**src/rtl/nvm_asm_pkg.sv**
```systemverilog
package nvm_asm_pkg;

    localparam int WORD_W = 32;

    typedef enum logic [1:0] {
        WID_8   = 2'b00,
        WID_16  = 2'b01,
        WID_32  = 2'b10,
        WID_32B = 2'b11
    } width_e;

    // Number of external accesses needed for one 32-bit word
    function automatic logic [2:0] pieces_per_word(width_e w);
        case (w)
            WID_8:   return 3'd4;
            WID_16:  return 3'd2;
            default: return 3'd1;
        endcase
    endfunction

    // Address step between consecutive accesses
    function automatic logic [2:0] piece_bytes(width_e w);
        case (w)
            WID_8:   return 3'd1;
            WID_16:  return 3'd2;
            default: return 3'd4;
        endcase
    endfunction

    // Shift the accumulator up and append the newest piece at the bottom
    function automatic logic [WORD_W-1:0] pack_piece(logic [WORD_W-1:0] acc,
                                                     logic [WORD_W-1:0] din,
                                                     width_e w);
        case (w)
            WID_8:   return {acc[23:0], din[7:0]};
            WID_16:  return {acc[15:0], din[15:0]};
            default: return din;
        endcase
    endfunction

endpackage

```
**src/rtl/nvm_wait_timer.sv**
```systemverilog
module nvm_wait_timer #(
    parameter int WS_W = 5
) (
    input  logic            clk,
    input  logic            rst,
    input  logic            run,
    input  logic [WS_W-1:0] limit,
    output logic            last
);
    logic [WS_W-1:0] cnt;

    assign last = run && (cnt == limit);

    always_ff @(posedge clk) begin
        if (rst || !run) begin
            cnt <= '0;
        end else if (last) begin
            cnt <= '0;
        end else begin
            cnt <= cnt + 1'b1;
        end
    end
endmodule

```
**src/rtl/nvm_word_packer.sv**
```systemverilog
module nvm_word_packer
    import nvm_asm_pkg::*;
(
    input  logic              clk,
    input  logic              rst,
    input  logic              sample,
    input  width_e            width,
    input  logic [WORD_W-1:0] din,
    output logic [WORD_W-1:0] packed_next
);
    logic [WORD_W-1:0] acc;

    assign packed_next = pack_piece(acc, din, width);

    always_ff @(posedge clk) begin
        if (rst) begin
            acc <= '0;
        end else if (sample) begin
            acc <= packed_next;
        end
    end
endmodule

```
**src/rtl/nvm_burst_seq.sv**
```systemverilog
module nvm_burst_seq
    import nvm_asm_pkg::*;
#(
    parameter int AW    = 24,
    parameter int WS_W  = 5,
    parameter int LEN_W = 3
) (
    input  logic             clk,
    input  logic             rst,
    input  logic             rd_req,
    input  logic [AW-1:0]    rd_addr,
    input  logic [LEN_W-1:0] rd_len,
    input  logic [1:0]       cfg_width,
    input  logic [WS_W-1:0]  cfg_wait,
    input  logic             tmr_last,
    output logic             active,
    output logic             tail,
    output logic [AW-1:0]    addr,
    output width_e           width_q,
    output logic [WS_W-1:0]  wait_q,
    output logic             sample,
    output logic             word_end,
    output logic             final_word
);
    logic [1:0]       piece;
    logic [LEN_W-1:0] words_left;
    logic             accept;
    logic [2:0]       ppw;

    assign ppw        = pieces_per_word(width_q);
    assign accept     = rd_req && !active && !tail;
    assign sample     = active && tmr_last;
    assign word_end   = sample && ({1'b0, piece} == ppw - 3'd1);
    assign final_word = word_end && (words_left == '0);

    always_ff @(posedge clk) begin
        if (rst) begin
            active     <= 1'b0;
            tail       <= 1'b0;
            addr       <= '0;
            piece      <= '0;
            words_left <= '0;
            width_q    <= WID_32;
            wait_q     <= '0;
        end else begin
            tail <= final_word;
            if (accept) begin
                active     <= 1'b1;
                addr       <= rd_addr & ~AW'(3);
                piece      <= '0;
                words_left <= rd_len;
                width_q    <= width_e'(cfg_width);
                wait_q     <= cfg_wait;
            end else if (sample) begin
                addr  <= addr + AW'(piece_bytes(width_q));
                piece <= word_end ? 2'd0 : piece + 2'd1;
                if (word_end) begin
                    words_left <= words_left - 1'b1;
                end
                if (final_word) begin
                    active <= 1'b0;
                end
            end
        end
    end

    // the address holds until the wait timer reports the sampling cycle
    a_r3_addr_held: assert property (@(posedge clk) disable iff (rst)
        (active && !tmr_last) |=> (addr == $past(addr)));

    // piece index stays inside the captured width's piece count
    a_r4_piece_range: assert property (@(posedge clk) disable iff (rst)
        active |-> ({1'b0, piece} < ppw));

    // captured configuration is frozen for the whole transfer
    a_r11_cfg_frozen: assert property (@(posedge clk) disable iff (rst)
        (active && !final_word) |=> ($stable(width_q) && $stable(wait_q)));
endmodule

```
**src/rtl/nvm_word_assembler.sv**
```systemverilog
module nvm_word_assembler
    import nvm_asm_pkg::*;
#(
    parameter int AW    = 24,
    parameter int WS_W  = 5,
    parameter int LEN_W = 3
) (
    input  logic              clk,
    input  logic              rst,
    input  logic [1:0]        cfg_width,
    input  logic [WS_W-1:0]   cfg_wait,
    input  logic              rd_req,
    input  logic [AW-1:0]     rd_addr,
    input  logic [LEN_W-1:0]  rd_len,
    output logic              rd_busy,
    output logic              rd_valid,
    output logic [WORD_W-1:0] rd_data,
    output logic              rd_last,
    output logic [AW-1:0]     ext_addr,
    output logic              ext_cs,
    output logic              ext_oe,
    input  logic [WORD_W-1:0] ext_din
);
    logic              active;
    logic              tail;
    logic [AW-1:0]     addr;
    width_e            width_q;
    logic [WS_W-1:0]   wait_q;
    logic              sample;
    logic              word_end;
    logic              final_word;
    logic              tmr_last;
    logic [WORD_W-1:0] packed_next;

    nvm_burst_seq #(.AW(AW), .WS_W(WS_W), .LEN_W(LEN_W)) u_seq (
        .clk        (clk),
        .rst        (rst),
        .rd_req     (rd_req),
        .rd_addr    (rd_addr),
        .rd_len     (rd_len),
        .cfg_width  (cfg_width),
        .cfg_wait   (cfg_wait),
        .tmr_last   (tmr_last),
        .active     (active),
        .tail       (tail),
        .addr       (addr),
        .width_q    (width_q),
        .wait_q     (wait_q),
        .sample     (sample),
        .word_end   (word_end),
        .final_word (final_word)
    );

    nvm_wait_timer #(.WS_W(WS_W)) u_timer (
        .clk   (clk),
        .rst   (rst),
        .run   (active),
        .limit (wait_q),
        .last  (tmr_last)
    );

    nvm_word_packer u_packer (
        .clk         (clk),
        .rst         (rst),
        .sample      (sample),
        .width       (width_q),
        .din         (ext_din),
        .packed_next (packed_next)
    );

    assign rd_busy  = active || tail;
    assign ext_addr = addr;
    assign ext_cs   = active;
    assign ext_oe   = active;

    always_ff @(posedge clk) begin
        if (rst) begin
            rd_valid <= 1'b0;
            rd_last  <= 1'b0;
            rd_data  <= '0;
        end else begin
            rd_valid <= word_end;
            rd_last  <= final_word;
            if (word_end) begin
                rd_data <= packed_next;
            end
        end
    end

    // each returned word follows the sampling of a word's final piece
    a_r8_valid_after_piece: assert property (@(posedge clk) disable iff (rst)
        rd_valid |-> $past(word_end));

    // the chip-select is released once the last word has been handed over
    a_r10_release_after_last: assert property (@(posedge clk) disable iff (rst)
        (rd_valid && rd_last) |=> (!ext_cs && !rd_busy));
endmodule

```
**config.mk**
```make
export PLATFORM = sky130hd
export DESIGN_NAME = nvm_word_assembler
export DESIGN_NICKNAME = d
export VERILOG_FILES = /design/src/rtl/nvm_asm_pkg.sv /design/src/rtl/nvm_wait_timer.sv /design/src/rtl/nvm_word_packer.sv /design/src/rtl/nvm_burst_seq.sv /design/src/rtl/nvm_word_assembler.sv
export SDC_FILE = /design/constraint.sdc
export NUM_CORES = 1
export LEC_CHECK = 0
export BUFFER_PORTS_ARGS = -buffer_cell sky130_fd_sc_hd__clkbuf_2
export CORE_ASPECT_RATIO = 1.4
export CORE_MARGIN = 2
export CORE_UTILIZATION = 56
export DETAILED_ROUTE_END_ITERATION = 10
export PLACE_DENSITY_LB_ADDON = 0.08
export SYNTH_ARGS = -nofsm -noshare
export SYNTH_HDL_FRONTEND = slang
export SYNTH_SLANG_ARGS = --single-unit
```
**constraint.sdc**
```tcl
create_clock -name clk -period 5.9 [get_ports clk]
set_input_delay 0.59 -clock clk [delete_from_list [all_inputs] [get_ports clk]]
set_output_delay 0.59 -clock clk [all_outputs]
set_load 0.005 [all_outputs]
```
==> impl_metrics.py <==
metrics = {
    "logic_synthesis": {
        "yosysTopAreaCell": "sky130_fd_sc_hd__dfxtp_1",
        "mappedNetlistNets": 643,
        "netlist.area_leader.share_pct": 42.80,
        "synth.ff_latch_count": 100,
        "syn-cell-area_sq_mm": 0.004677,
        "synth_edf_count": 0,
        "ys_async_sr_fraction_pct": 0,
        "syn_area_per_cell_sq_um": 8.234,
        "synth-warning-count": 0,
        "synth_cell_type_count": 50,
        "synthFlopType": "sky130_fd_sc_hd__dfxtp_1",
        "synth.yosys.seq_area_share_pct": 42.80,
        "postSynthCellCount": 568,
        "synth_area_leaders": "sky130_fd_sc_hd__dfxtp_1 (43%), sky130_fd_sc_hd__nand2_1 (11%), sky130_fd_sc_hd__a21oi_1 (6.2%)",
    },
    "floorplanning": {
        "floorplan.die_area_sq_mm": 0.009109,
        "io_pins": 130,
        "fp.coreArea_sq_mm": 0.008149,
        "die_width_um": 81.24,
        "dieHeight_um": 112.1,
        "floorplan.initialDensity_pct": 57.39,
        "row_count": 39,
    },
    "sta": {
        "clock_skew_ns": 0.007659,
        "final.setup.tns_ns": 0,
        "timing_max_transition_violations_final": 0,
        "finalCriticalPeriod_ns": 2.898,
        "setup_repair_after_global_routing_missed_its_margin": "no",
        "worstMarginPinSlew_ns": 1.031,
        "hold_slack_ns": 0.4525,
        "timing.slew.headroom_pct": 31.11,
        "layout_worst_path_cycle_share_pct": 49.12,
        "finalSetupViolCount": 0,
        "fmaxAchievable_mhz": 345.1,
        "timing.final.hold_violations": 0,
    },
    "clock_network": {
        "max-clock-path-buffers": 2,
        "cts_setup_buffers": 0,
        "ctsHtreeMaxLevel": 3,
        "clock_tree_from_tritoncts": "done",
        "cts.clk_slew.worst_paths_ns": 0.07,
        "number_of_buffers_created_by_cts": 9,
        "cts.repair.resized": 0,
        "number_of_hold_buffers_added_after_cts": 0,
        "latest_clock_arrival_within_the_worst_skew_pair_ns": 0.34,
        "cts_root_buffer": "sky130_fd_sc_hd__clkbuf_16",
        "cts.sink_count": 100,
    },
    "worst_setup_path": {
        "endpoint_kind": "flop",
        "setup.worst_path.class": "reg -> reg",
        "worstSetupStartpointType": "flop",
        "cp_slowest_cell": "sky130_fd_sc_hd__dfxtp_1",
        "timing.critical_path.slowest_cell_delay_ns": 0.57,
        "timing.critical_path.max_delay_family": "simple AND/OR/NAND/NOR gates",
        "rr_worst_depth": 8,
        "cp.depth": 8,
        "crit_path_frequent_cell": "sky130_fd_sc_hd__ha_1",
        "timing.critical_path.arrival_ns": 3.15,
        "crit_fanout": 22,
        "cp.buffers_inverters": 0,
        "timing.critical_path.cells": "nor2_4, ha_1, ha_1, a21oi_1, a211oi_4, nand2_2, or4_1, a31oi_1",
        "critical_path_required_ns": 6.15,
    },
    "global_route": {
        "first_global_vias": 4311,
        "grt.total_usage_pct": 27.13,
        "grt_max_degree": 96,
        "grt_antenna_before_repair": 0,
        "global_route.overflow_total": 0,
        "grt_first_pass_wirelength_mm": 19.53,
    },
    "routing": {
        "drc": 0,
        "drt_wl_total_mm": 11.89,
        "vias": 4468,
        "avgViaCountPerCell": 5.736,
        "detail_route.first_pass.iterations": 4,
        "drt_first_iter_violations": 290,
        "final_antenna_net_count": 0,
        "drt-wirelength-per-cell_um": 15.27,
    },
    "power_and_ir_drop": {
        "power.sequential.fraction_pct": 48.2,
        "power_report.internal_total_w": 0.001127,
        "sw_frac_of_total_pct": 28.99,
        "cellPowerDensity_mw_per_mm2": 284.4,
        "leakage_power_nw": 2.208,
        "peakVddDrop_v": 0.0001846,
        "clockPowerShare_pct": 34.8,
        "power.share.combinational_pct": 17.0,
        "switching_power_w": 0.0004603,
    },
    "finish": {
        "fill_cells": 708,
        "area_growth_pct": 19.37,
        "layout-drive-gt1-share_pct": 23.93,
        "numnets_final": 747,
        "antenna-diode-count": 0,
        "final_design_area_no_fill_sq_mm": 0.005583,
    },
    "outcome": {
        "outcome": "completed",
    },
    "place": {
        "detailed_place.area_sq_mm": 0.005304,
        "port-buffer-count": 127,
        "place_congestion": 0.8064,
        "dp_hpwl_mm": 8.079,
    },
    "worst_hold_path": {
        "worst_hold_path_type": "reg -> reg",
        "min_delay_path_depth": 2,
    },
    "run": {
        "max_cap_viol_count": 0,
    },
}
[flip-flops by register name (all words and copies together), names as in the netlist]
signal,cells
rd_valid,1
u_timer.cnt,5
u_seq.width_q,2
u_seq.tail,1
u_packer.acc,24
u_seq.addr,24
rd_data,32
u_seq.piece,2
u_seq.active,1
u_seq.words_left,3
u_seq.wait_q,5
[worst paths after layout]
| path | from | end | slack [ns] |
|---|---|---|---|
| min reg2reg | rd_data[5] | rd_data[5] | 0.45 |
| max reg2reg | u_seq.width_q[1] | u_seq.addr[12] | 3.00 |
| min | rd_data[5] | rd_data[5] | 0.45 |
| max | u_seq.width_q[1] | u_seq.addr[12] | 3.00 |
[worst reg2reg max path, delay by kind of cell, from the launching register on]
kind | cells | cell delay [ns]
DFF | 1 | 0.57
and+or+nand+nor | 3 | 1.08
AOI/OAI and AO/OA | 3 | 0.67
adders and majority gates | 2 | 0.48
[Yosys cell counts, drive strengths merged, types with 4 or more instances]
master and instances:
xnor2 9, buf 18, mux2i 26, nand2 132, or4 5, nand4 10, dfxtp 100, o211ai 18
a211oi 21, a31oi 17, nor3 4, nor2 34, nand3 17, clkbuf 21, o21ai 11, inv 11
xor2 9, nor4 4, a21oi 58, or3 8, ha 6
[power groups by stage]
| stage | clock [W] | combinational (W) | sequential (W) |
|---|---|---|---|
| CTS | 0.000560 | 0.000272 | 0.000765 |
| global placement | 0 | 0.000263 | 0.000778 |
| detailed placement | 0 | 0.000271 | 0.000780 |
| global route | 0.000587 | 0.000303 | 0.000772 |
| finish | 0.000552 | 0.000270 | 0.000766 |
| floorplan | 0 | 0.000183 | 0.000771 |
[through the flow]
step	cells	utilization [%]	worst slack (ns)	total power [W]
after floorplan	568	-	3.709	0.0009536
after global placement	763	65.09	3.104	0.001041
after detailed placement	763	65.09	3.043	0.001051
after CTS	779	68.51	3.012	0.001597
after global routing	779	68.51	2.820	0.001662
final	779	68.51	3.002	0.001588
[cell families after synthesis]
logic type	synth area share, %
AND/OR/NAND/NOR	22.85
AO/OA/AOI/OAI	19.02
multiplexers	5.564
XOR/XNOR	3.371
adder cells (fa/ha/maj)	1.605
flip-flops	42.80
buffers and inverters	4.789
[placed cells by master (no fill, tap or decap), types with 9 or more instances in the layout]
cell type                   netlist  layout
sky130_fd_sc_hd__a211oi_1        20      20
sky130_fd_sc_hd__a21oi_1         58      58
sky130_fd_sc_hd__a31oi_1         17      17
sky130_fd_sc_hd__clkbuf_16        0       9
sky130_fd_sc_hd__clkbuf_2         0     126
sky130_fd_sc_hd__dfxtp_1        100     100
sky130_fd_sc_hd__inv_1           11      11
sky130_fd_sc_hd__mux2i_1         26      26
sky130_fd_sc_hd__nand2_1        131     131
sky130_fd_sc_hd__nand3_1         16      16
sky130_fd_sc_hd__nor2_1          31      31
sky130_fd_sc_hd__o211ai_1        18      18
sky130_fd_sc_hd__o21ai_0         11      11
sky130_fd_sc_hd__xnor2_1          9       9
sky130_fd_sc_hd__xor2_1           9       9
[layer usage]
layer	track usage [%]	part of all wire [%]	up-vias
li1	-	-	2213
met1	30.63	41	2102
met5	0	0	-
met3	5.466	4.9	26
met2	47.77	51	127
met4	12.77	3.1	0
[final cells by class]
type | count | area, sq um | area share, %
well taps | 102 | 127.6 | 2.286
clock inverters | 6 | 40.04 | 0.7172
flip-flops and latches | 100 | 2002 | 35.86
clock buffers | 10 | 239.0 | 4.281
multi-input cells | 417 | 2456 | 43.99
repair buffers | 132 | 673.1 | 12.06
inverters | 12 | 45.04 | 0.8068
No activity file was read; power rests on OpenSTA's default activity.
